## src/rtl/dbgacc_pkg.sv

```systemverilog
package dbgacc_pkg;

    localparam int unsigned DATA_W = 32;
    localparam int unsigned SEL_W  = 7;
    localparam int unsigned IR_W   = 10;

    localparam logic [SEL_W-1:0] SEL_PCHIST   = 7'h2D;
    localparam logic [SEL_W-1:0] SEL_STAT     = 7'h30;
    localparam logic [SEL_W-1:0] SEL_CTRL0    = 7'h31;
    localparam logic [SEL_W-1:0] SEL_GPR_BASE = 7'h70;
    localparam logic [SEL_W-1:0] SEL_ENBYP    = 7'h7E;
    localparam logic [SEL_W-1:0] SEL_BYPASS   = 7'h7F;

    typedef enum logic [3:0] {
        TLR, RTI, SEL_DR, CAP_DR, SH_DR, EX1_DR, PAU_DR, EX2_DR, UPD_DR,
        SEL_IR, CAP_IR, SH_IR, EX1_IR, PAU_IR, EX2_IR, UPD_IR
    } tap_state_e;

    typedef enum logic [2:0] {
        K_BYPASS, K_CTRL0, K_STAT, K_PCHIST, K_GPR, K_EMPTY
    } sel_kind_e;

    typedef struct packed {
        logic             rd;
        logic [SEL_W-1:0] sel;
    } cmd_t;

    localparam cmd_t CMD_RESET = '{rd: 1'b1, sel: SEL_BYPASS};

    function automatic sel_kind_e classify(input logic [SEL_W-1:0] sel, input int ngpr);
        if (sel == SEL_BYPASS || sel == SEL_ENBYP) return K_BYPASS;
        if (sel == SEL_CTRL0)  return K_CTRL0;
        if (sel == SEL_STAT)   return K_STAT;
        if (sel == SEL_PCHIST) return K_PCHIST;
        if (int'(sel) >= int'(SEL_GPR_BASE) && int'(sel) < int'(SEL_GPR_BASE) + ngpr)
            return K_GPR;
        return K_EMPTY;
    endfunction

endpackage

```

## src/rtl/dbgacc_tap_fsm.sv

```systemverilog
module dbgacc_tap_fsm
    import dbgacc_pkg::*;
(
    input  logic       clk,
    input  logic       rst,
    input  logic       tms,
    output tap_state_e state
);

    tap_state_e nxt;

    always_comb begin
        case (state)
            TLR:     nxt = tms ? TLR    : RTI;
            RTI:     nxt = tms ? SEL_DR : RTI;
            SEL_DR:  nxt = tms ? SEL_IR : CAP_DR;
            CAP_DR:  nxt = tms ? EX1_DR : SH_DR;
            SH_DR:   nxt = tms ? EX1_DR : SH_DR;
            EX1_DR:  nxt = tms ? UPD_DR : PAU_DR;
            PAU_DR:  nxt = tms ? EX2_DR : PAU_DR;
            EX2_DR:  nxt = tms ? UPD_DR : SH_DR;
            UPD_DR:  nxt = tms ? SEL_DR : RTI;
            SEL_IR:  nxt = tms ? TLR    : CAP_IR;
            CAP_IR:  nxt = tms ? EX1_IR : SH_IR;
            SH_IR:   nxt = tms ? EX1_IR : SH_IR;
            EX1_IR:  nxt = tms ? UPD_IR : PAU_IR;
            PAU_IR:  nxt = tms ? EX2_IR : PAU_IR;
            EX2_IR:  nxt = tms ? UPD_IR : SH_IR;
            UPD_IR:  nxt = tms ? SEL_DR : RTI;
            default: nxt = TLR;
        endcase
    end

    always_ff @(posedge clk) begin
        if (rst) state <= TLR;
        else     state <= nxt;
    end


    tap_reset_chk: assert property (@(posedge clk) rst |=> state == TLR);


    five_tms_chk: assert property (@(posedge clk) disable iff (rst)
        tms && $past(tms) && $past(tms, 2) && $past(tms, 3) && $past(tms, 4)
        |=> state == TLR);

endmodule

```

## src/rtl/dbgacc_cmd_reg.sv

```systemverilog
module dbgacc_cmd_reg
    import dbgacc_pkg::*;
(
    input  logic       clk,
    input  logic       rst,
    input  tap_state_e state,
    input  logic       tdi,
    output cmd_t       cmd,
    output logic       ir_tdo,
    output logic       dbg_en
);

    logic [IR_W-1:0] ir_sh;

    always_ff @(posedge clk) begin
        if (rst || state == TLR) begin
            ir_sh  <= '0;
            cmd    <= CMD_RESET;
            dbg_en <= 1'b0;
        end else begin
            case (state)
                CAP_IR: ir_sh <= IR_W'(1);
                SH_IR:  ir_sh <= {tdi, ir_sh[IR_W-1:1]};
                UPD_IR: begin
                    cmd <= '{rd: ir_sh[IR_W-1], sel: ir_sh[SEL_W-1:0]};
                    if (ir_sh[SEL_W-1:0] == SEL_ENBYP) dbg_en <= 1'b1;
                end
                default: ;
            endcase
        end
    end

    assign ir_tdo = ir_sh[0];


    cmd_hold_chk: assert property (@(posedge clk) disable iff (rst)
        state != UPD_IR && state != TLR |=> $stable(cmd));


    dbg_en_rise_chk: assert property (@(posedge clk) disable iff (rst)
        $rose(dbg_en) |-> $past(state) == UPD_IR && cmd.sel == SEL_ENBYP);

endmodule

```

## src/rtl/dbgacc_dr_bank.sv

```systemverilog
module dbgacc_dr_bank
    import dbgacc_pkg::*;
#(
    parameter int NUM_GPR = 10,
    parameter int EDM_BIT = 31
) (
    input  logic              clk,
    input  logic              rst,
    input  tap_state_e        state,
    input  logic              tdi,
    input  cmd_t              cmd,
    input  logic [DATA_W-1:0] pc_hist,
    output logic              dr_tdo,
    output logic              edm
);

    localparam int GIDX_W = (NUM_GPR > 1) ? $clog2(NUM_GPR) : 1;

    logic [NUM_GPR-1:0][DATA_W-1:0] gpr;
    logic [DATA_W-1:0] ctrl0, stat, dr_sh, rd_val;
    logic              byp;
    sel_kind_e         kind;
    logic [GIDX_W-1:0] gidx;
    logic              allow, wr;

    assign kind  = classify(cmd.sel, NUM_GPR);
    assign gidx  = GIDX_W'(cmd.sel - SEL_GPR_BASE);
    assign edm   = ctrl0[EDM_BIT];
    assign allow = (kind == K_CTRL0) || edm;
    assign wr    = (state == UPD_DR) && !cmd.rd && allow;

    always_comb begin
        rd_val = '0;
        if (allow) begin
            case (kind)
                K_CTRL0:  rd_val = ctrl0;
                K_STAT:   rd_val = stat;
                K_PCHIST: rd_val = pc_hist;
                K_GPR:    rd_val = gpr[gidx];
                default:  rd_val = '0;
            endcase
        end
    end

    always_ff @(posedge clk) begin
        if (rst) begin
            gpr   <= '0;
            ctrl0 <= '0;
            stat  <= '0;
            dr_sh <= '0;
            byp   <= 1'b0;
        end else begin
            if (state == TLR) ctrl0 <= '0;
            case (state)
                CAP_DR: begin
                    dr_sh <= rd_val;
                    byp   <= 1'b0;
                end
                SH_DR: begin
                    dr_sh <= {tdi, dr_sh[DATA_W-1:1]};
                    byp   <= tdi;
                end
                UPD_DR: if (wr) begin
                    case (kind)
                        K_CTRL0: ctrl0     <= dr_sh;
                        K_STAT:  stat      <= dr_sh;
                        K_GPR:   gpr[gidx] <= dr_sh;
                        default: ;
                    endcase
                end
                default: ;
            endcase
        end
    end

    assign dr_tdo = (kind == K_BYPASS) ? byp : dr_sh[0];


    tlr_clears_edm_chk: assert property (@(posedge clk) disable iff (rst)
        state == TLR |=> !edm);


    edm_gate_chk: assert property (@(posedge clk) disable iff (rst)
        state == UPD_DR && !edm && kind != K_CTRL0 |=> $stable(gpr) && $stable(stat));


    empty_sel_nowrite_chk: assert property (@(posedge clk) disable iff (rst)
        state == UPD_DR && kind == K_EMPTY |=> $stable(gpr) && $stable(stat) && $stable(ctrl0));


    read_nocommit_chk: assert property (@(posedge clk) disable iff (rst)
        state == UPD_DR && cmd.rd |=> $stable(gpr) && $stable(stat) && $stable(ctrl0));

endmodule

```

## src/rtl/dbg_tap_access.sv

```systemverilog
module dbg_tap_access
    import dbgacc_pkg::*;
#(
    parameter int NUM_GPR = 10,
    parameter int EDM_BIT = 31
) (
    input  logic              tck,
    input  logic              tap_rst,
    input  logic              tms,
    input  logic              tdi,
    input  logic [DATA_W-1:0] pc_hist,
    output logic              tdo,
    output logic              dbg_enable,
    output logic              ext_dbg_mode
);

    tap_state_e state;
    cmd_t       cmd;
    logic       ir_tdo, dr_tdo;

    dbgacc_tap_fsm u_fsm (
        .clk   (tck),
        .rst   (tap_rst),
        .tms   (tms),
        .state (state)
    );

    dbgacc_cmd_reg u_cmd (
        .clk    (tck),
        .rst    (tap_rst),
        .state  (state),
        .tdi    (tdi),
        .cmd    (cmd),
        .ir_tdo (ir_tdo),
        .dbg_en (dbg_enable)
    );

    dbgacc_dr_bank #(.NUM_GPR(NUM_GPR), .EDM_BIT(EDM_BIT)) u_bank (
        .clk     (tck),
        .rst     (tap_rst),
        .state   (state),
        .tdi     (tdi),
        .cmd     (cmd),
        .pc_hist (pc_hist),
        .dr_tdo  (dr_tdo),
        .edm     (ext_dbg_mode)
    );

    always_comb begin
        if (state == SH_IR)      tdo = ir_tdo;
        else if (state == SH_DR) tdo = dr_tdo;
        else                     tdo = 1'b0;
    end

endmodule

```

## config.mk

```make
export PLATFORM = sky130hd
export DESIGN_NAME = dbg_tap_access
export DESIGN_NICKNAME = d
export VERILOG_FILES = /design/src/rtl/dbgacc_pkg.sv /design/src/rtl/dbgacc_tap_fsm.sv /design/src/rtl/dbgacc_cmd_reg.sv /design/src/rtl/dbgacc_dr_bank.sv /design/src/rtl/dbg_tap_access.sv
export SDC_FILE = /design/constraint.sdc
export NUM_CORES = 1
export LEC_CHECK = 0
export ABC_CLOCK_PERIOD_IN_PS = 3300
export BUFFER_PORTS_ARGS = -buffer_cell sky130_fd_sc_hd__buf_2
export CORE_UTILIZATION = 50
export DETAILED_ROUTE_END_ITERATION = 8
export PLACE_DENSITY = 0.68
export SETUP_SLACK_MARGIN = 0.05
export SYNTH_ARGS = -nofsm -noshare
export SYNTH_HDL_FRONTEND = slang
export SYNTH_HIERARCHICAL = 1
export SYNTH_SLANG_ARGS = --single-unit
```

## constraint.sdc

```tcl
create_clock -name tck -period 3.3 [get_ports tck]
set_input_delay 0.33 -clock tck [delete_from_list [all_inputs] [get_ports tck]]
set_output_delay 0.33 -clock tck [all_outputs]
set_load 0.02 [all_outputs]
```

### Yosys cells after proc, flatten, opt, wreduce, memory -nomap -nowiden

Index checks and enable logic that the tools add are counted.

| operators by class | value |
|---|---|
| add/subtract/negate cells | 1 |
| $lt $le $gt $ge | 4 |
| equality and inequality tests | 25 |
| mux-type cells | 55 |
| reduce and logical (&&, ||, !) cells | 18 |

Operators by type and width:

| cell | count |
|---|---|
| $bwmux 320 | 1 |
| $mux 32 | 7 |
| $bmux 32 s4 | 1 |
| $demux 32 s4 | 1 |
| $pmux 32 s4 | 1 |
| $pmux 32 s2 | 1 |
| $pmux 4 s12 | 1 |
| $mux 3 | 12 |
| $eq 4x4->1 const B | 8 |
| $eq 7x6->1 const B | 3 |
| $eq 7x7->1 const B | 3 |
| $mux 1 | 21 |
| $pmux 10 s2 | 1 |
| $eq 4x3->1 const B | 4 |
| $mux 4 | 4 |
| $eq 4x2->1 const B | 2 |
| $ge 7x7->1 const B | 1 |
| $lt 7x7->1 const B | 1 |
| $eq 3x2->1 const B | 2 |
| $mux 2 | 3 |
| $reduce_and 3->1 | 2 |
| $lt 4x5->1 const B | 1 |
| $eq 4x1->1 const B | 1 |
| $ge 4x1->1 const B | 1 |
| other kinds (13) | 20 |

| storage, ports and cells | value |
|---|---|
| bits in registers | 440 |
| input port bits | 36 |
| output and inout bits | 3 |
| word-level logic and storage cells | 122 |

### Logic depth before layout (Yosys ltp)

| depth | value |
|---|---|
| depth after elaboration | 23 |
| gate-level depth with buffers | 8 |
| depth with buffers taken out | 4 |

### Hierarchy

The synthesis kept the hierarchy.

Modules (own cells, without submodules):

| module | instances | cells an instance | area each (µm²) | seq. area each (µm²) |
|---|---|---|---|---|
| dbgacc_dr_bank | 1 | 2571 | 21989.8 | 8348.0 |
| dbgacc_cmd_reg | 1 | 87 | 734.5 | 380.4 |
| dbgacc_tap_fsm | 1 | 38 | 301.5 | 80.1 |
| dbg_tap_access | 1 | 3 | 35.0 | 0.0 |

### Worst setup path before layout

No wires, ideal clock.

| timing | value |
|---|---|
| path kind | register to register |
| start point | register u_fsm.state[1] |
| end point | register u_bank/gpr[34] (netlist name) |
| setup time | 0.132 ns |
| data arrival time | 2.151 ns |
| required time | 3.168 ns |
| path slack | 1.017 ns |
| stages on the path, launching flop included | 9 |
| buffers on the path | 4 |
| clock period less this slack | 2.283 ns |
| path through | dfxtp_1 -> or3_1 -> buf_2 -> or4_1 -> buf_4 -> buf_6 -> buf_6 -> o31ai_1 -> a21oi_1 |

| on the way | value |
|---|---|
| cells in the longest elaborated chain, start to end | 4 |

RTL lines:

| what | RTL line | RTL |
|---|---|---|
| from (decl) | dbgacc_tap_fsm.sv:7 | `output tap_state_e state` |
| from (signal assigned) | dbgacc_tap_fsm.sv:36 | `else state <= nxt;` |
| $eq 4x4->1 * | dbgacc_dr_bank.sv:30, dbgacc_dr_bank.sv:54 |  |
| $logic_and 1x1->1 (2 in series) | dbgacc_dr_bank.sv:30 | `assign wr = (state == UPD_DR) && !cmd.rd && allow;` |
| $reduce_and 3->1 (no source line) * | n/a |  |
| to (signal, indexed assignment) | dbgacc_dr_bank.sv:67 | `K_GPR: gpr[gidx] <= dr_sh;` |
| to (decl) | dbgacc_dr_bank.sv:19 | `logic [NUM_GPR-1:0][DATA_W-1:0] gpr;` |

Mark *: on every way between the ends. The rest lies on a longest branch, timed or not.
A chain may end at the register's enable or synchronous reset.

### Worst setup path in the final report

| timing | value |
|---|---|
| start point | register, netlist name u_cmd/cmd[2] |
| end point | output tdo |

| on the way | value |
|---|---|
| cells in the longest elaborated chain, start to end | 16 |
| elaborated cells on any way between the ends | 37 |
| those cells by class | 2 x order compare; 5 x eq/ne; 27 x mux; 3 x reduce/logical |

RTL lines:

| what | RTL line | RTL |
|---|---|---|
| $ge 7x7->1 or $lt 7x7->1 (tied branches) | dbgacc_pkg.sv:35 | `if (int'(sel) >= int'(SEL_GPR_BASE) && int'(sel) < int'(SEL_GPR_BASE) + ngpr)` |
| $logic_and 1x1->1 | dbgacc_pkg.sv:35 |  |
| $mux 1 (2 in series) | dbgacc_pkg.sv:35 |  |
| $mux 1 | dbgacc_pkg.sv:34 | `if (sel == SEL_PCHIST) return K_PCHIST;` |
| $mux 1 | dbgacc_pkg.sv:33 | `if (sel == SEL_STAT) return K_STAT;` |
| $mux 1 | dbgacc_pkg.sv:32 | `if (sel == SEL_CTRL0) return K_CTRL0;` |
| $mux 3 | dbgacc_pkg.sv:37 | `return K_EMPTY;` |
| $mux 3 | dbgacc_pkg.sv:35 |  |
| $mux 3 | dbgacc_pkg.sv:34 |  |
| $mux 3 | dbgacc_pkg.sv:33 |  |
| $mux 3 * | dbgacc_pkg.sv:32 |  |
| $logic_not 3->1 * | dbgacc_dr_bank.sv:76 | `assign dr_tdo = (kind == K_BYPASS) ? byp : dr_sh[0];` |
| $mux 1 * | dbgacc_dr_bank.sv:76 |  |
| via dr_tdo | dbg_tap_access.sv:19 | `logic ir_tdo, dr_tdo;` |
| $mux 1 * | dbg_tap_access.sv:51 | `else if (state == SH_DR) tdo = dr_tdo;` |
| $mux 1 * | dbg_tap_access.sv:50 | `if (state == SH_IR) tdo = ir_tdo;` |
| to (decl) | dbg_tap_access.sv:12 | `output logic tdo,` |

Mark *: on every way through the listed nets, which the timed path passes. The rest lies on a longest branch. The select of a mux whose other input is x is not followed.

==> impl_metrics.json <==
{
  "drt_wl_total_mm": 73.7,
  "worstReg2RegEnd": "u_bank/gpr[154]$_SDFFE_PP0P_",
  "synth_top_cells_by_area": "dfxtp_1 (38%), nand4_1 (8.7%), a21oi_1 (8.6%)",
  "seq_power_share_pct": 48.6,
  "numCtsBuffers": 47,
  "power_switching_mw": 2.41,
  "synth_edf_count": 0,
  "comb_power_share_pct": 2.5,
  "viasPerCell": 7.01,
  "clockBufferDepth": 3,
  "path_depth": 6,
  "clk_latency_ns": 0.57,
  "p_leak_nw": 7.83,
  "worstPathCellList": "buf_4 > nand3_1 > nor2_1 > mux2_2 > a22o_1 > buf_2",
  "whs_ns": 0.0721,
  "critPathLaunchType": "flip-flop",
  "grt_setup_unrepaired": "no",
  "antenna_found_initial": 0,
  "yosysMostFrequentCell": "dfxtp_1",
  "fmax_mhz": 363,
  "routedWlPerCell_microns": 23.7,
  "syn2layout_area_growth_pct": 8.36,
  "yosys.area.top_type_share_pct": 38.2,
  "drv_cap": 0,
  "synthTopCellsByCount": "dfxtp_1 (440), a21oi_1 (396), nand4_1 (321), clkbuf_1 (268), o31ai_1 (233)",
  "yosysUniqueCellTypes": 56,
  "fillers": 4084,
  "die_h_microns": 217,
  "grt_use_total_pct": 30.6,
  "drt-initial-drc-count": 2715,
  "cts_htree_levels": 2,
  "fp.dieW_microns": 217,
  "final_nets": 2516,
  "reg2reg_from": "u_cmd/cmd[4]$_SDFFE_PP1N_",
  "peakVddDrop_v": 0.000473,
  "synthFlopType": "dfxtp_1",
  "fp-row-count": 78,
  "cts_setup_buffers": 0,
  "overflow": 0,
  "ys_ff_latch": 440,
  "totalPowerFinal_mw": 10.9,
  "die-area_sq_mm": 0.0470,
  "crit_buf_inv": 2,
  "synthArstFlopShare_pct": 0,
  "clkPwrFrac_pct": 49.0,
  "final-setup-viol-count": 0,
  "endpoint": "tdo",
  "pin_count": 39,
  "cp_data_arrival_time_ns": 2.42,
  "dr.pass1.iters": 6,
  "grt_pass1_vias": 21200,
  "clkSinkCount": 440,
  "r2r_slack_ns": 0.58,
  "port_buffers": 38,
  "grt_max_degree": 129,
  "synthCells": 2699,
  "root_buffer": "clkbuf_16",
  "cts_hold_buffers": 0,
  "fin_worst_skew_ns": 0.0138,
  "postSynthNetCount": 2735,
  "crit_slowest_cell": "dfxtp_1",
  "hp-class": "input pin to flip-flop",
  "drive_gt1_share_pct": 15.3,
  "slew_headroom_pct": 25.2,
  "fin_setup_tns_ns": 0,
  "path_clk_slew_ns": 0.06,
  "ff2ff_path_depth": 6,
  "power.density_mw_per_mm2": 438,
  "status": "finished, final reports clean",
  "drv_slew": 0,
  "worstSetupPathType": "flip-flop to primary output",
  "yosysTopAreaCell": "dfxtp_1",
  "post-route-period-util_pct": 83.4,
  "grt_pass1_wl_mm": 117,
  "worst-path-max-fanout": 8,
  "post_cts_resize_count": 0,
  "worstSetupEndpointType": "primary output",
  "final_util_pct": 54.9,
  "diodes": 0,
  "dp_hpwl_mm": 39.3,
  "yosysWarnings": 6,
  "cts_tree": "done",
  "coreArea_sq_mm": 0.0455,
  "start_util_pct": 50.7,
  "yosysSeqAreaShare_pct": 38.2,
  "max_stage_delay_ns": 0.55,
  "vias": 21800,
  "fin_crit_ns": 2.75,
  "cpLargestDelayFamily": "flip-flops",
  "drtAntennaViolNets": 0,
  "avgSynthCellArea_sq_um": 8.54,
  "p_int_mw": 8.54,
  "finalHoldViolations": 0,
  "gp_congestion": 0.832,
  "cp-startpoint": "u_cmd/cmd[2]$_SDFFE_PP1N_",
  "drc": 0,
  "netlist_area_sq_mm": 0.0231,
  "tightestPinTransition_ns": 1.12,
  "sw_frac_of_total_pct": 22.0,
  "required_ns": 2.97
}
==> cell type report <==
type                    instances  area, sq um  share of cell area, %
clock inverters                13          145                  0.581
clock buffers                  69         1400                   5.61
flip-flops and latches        440         8820                   35.3
inverters                      99          372                   1.49
multi-input cells            1768        12200                   48.9
well taps                     600          751                   3.00
repair buffers                124         1280                   5.14
==> worst register-to-register path: cells and delay by family (launching register included) <==
| family | cells | cell delay (ns) |
|---|---|---|
| and+or+nand+nor | 2 | 1.19 |
| buffers and inverters | 2 | 0.57 |
| DFF | 1 | 0.42 |
| AOI/OAI and AO/OA | 2 | 0.42 |
==> worst min path at each step <==
stage / depth (start not counted) / start / endpoint / slack (ns)
final: 3 / tdi / u_cmd/ir_sh[9]$_SDFFE_PP0P_ / 0.07
after global routing: 3 / tdi / u_cmd/ir_sh[9]$_SDFFE_PP0P_ / 0.1
after CTS: 3 / tdi / u_cmd/ir_sh[9]$_SDFFE_PP0P_ / 0.06
after detailed placement: 2 / u_bank/stat[21]$_SDFFE_PP0P_ / u_bank/stat[21]$_SDFFE_PP0P_ / 0.45
after global placement: 2 / u_cmd/ir_sh[8]$_SDFFE_PP0P_ / u_cmd/ir_sh[8]$_SDFFE_PP0P_ / 0.44
after floorplan: 1 / tap_rst / u_fsm/state[1]$_SDFF_PP0_ / 0.40
==> state kept, by name, summed over array words and instances, names as in the netlist <==
signal	flops
u_cmd/cmd	8
u_bank/stat	32
u_bank/ctrl0	32
u_cmd/ir_sh	10
u_bank/byp	1
u_fsm/state	4
u_bank/dr_sh	32
u_cmd/dbg_en	1
u_bank/gpr	320
==> through the flow <==
stage	area, sq um	std cells	worst slack [ns]
finish	25000	3113	0.548
global route	25000	3113	0.452
CTS	25000	3113	0.569
detailed placement	23400	3031	0.624
global placement	23400	3031	0.623
floorplan	23100	2699	1.02
==> metal layers <==
metal  routed length [microns]  up-vias  GRT usage (%)
met1                     30300    10800           40.5
met5                         0        -              0
met4                      3040        0           13.9
met2                     34800     1059           49.9
met3                      5550      178           3.70
li1                          -     9773              -
==> logic make-up (layout without fill, tap and decap cells) <==
kind of cell              Yosys count  count (layout)  share of synthesized area [%]
muxes                             128             128                           7.35
xor gates and xnor gates            1               1                         0.0380
and+or+nand+nor                   775             775                           18.3
AOI/OAI and AO/OA                 864             864                           26.6
buffers and inverters             491             305                           9.52
DFF                               440             440                           38.2
==> cells in the final DEF (no fill, tap or decap), types with 3 or more instances in the layout <==
| cell type | synthesis | final |
|---|---|---|
| mux2i_1 | 94 | 94 |
| nand4_1 | 321 | 321 |
| a21oi_1 | 396 | 396 |
| nor2_1 | 44 | 41 |
| or3b_2 | 3 | 3 |
| buf_2 | 54 | 37 |
| nor3_1 | 93 | 93 |
| clkinv_2 | 0 | 8 |
| nor2_4 | 0 | 3 |
| nor2b_4 | 0 | 3 |
| buf_4 | 6 | 51 |
| o31ai_1 | 233 | 233 |
| clkbuf_8 | 0 | 10 |
| a41oi_1 | 33 | 33 |
| inv_1 | 99 | 99 |
| mux4_2 | 33 | 33 |
| dfxtp_1 | 440 | 438 |
| nand2b_4 | 0 | 3 |
| a221oi_1 | 4 | 4 |
| clkbuf_16 | 0 | 49 |
| bufinv_16 | 0 | 3 |
| nand3b_1 | 4 | 4 |
| o22ai_1 | 32 | 32 |
| and2_1 | 32 | 31 |
| clkbuf_1 | 268 | 10 |
| buf_12 | 0 | 35 |
| nand2b_1 | 7 | 4 |
| nand3_1 | 84 | 84 |
| o31ai_2 | 118 | 118 |
| nor4_2 | 3 | 3 |
| o311ai_0 | 31 | 31 |
| nand2_1 | 155 | 153 |
==> power groups by stage <==
stage	Clock, mW	Sequential, mW	Combinational (mW)
4_1_cts	5.41	5.31	0.263
2_1_floorplan	0	5.44	0.161
5_1_grt	5.64	5.31	0.285
3_5_place_dp	0	5.43	0.262
3_3_place_gp	0	5.43	0.255
6_report	5.36	5.31	0.269
No activity file was read; power rests on OpenSTA's default activity.
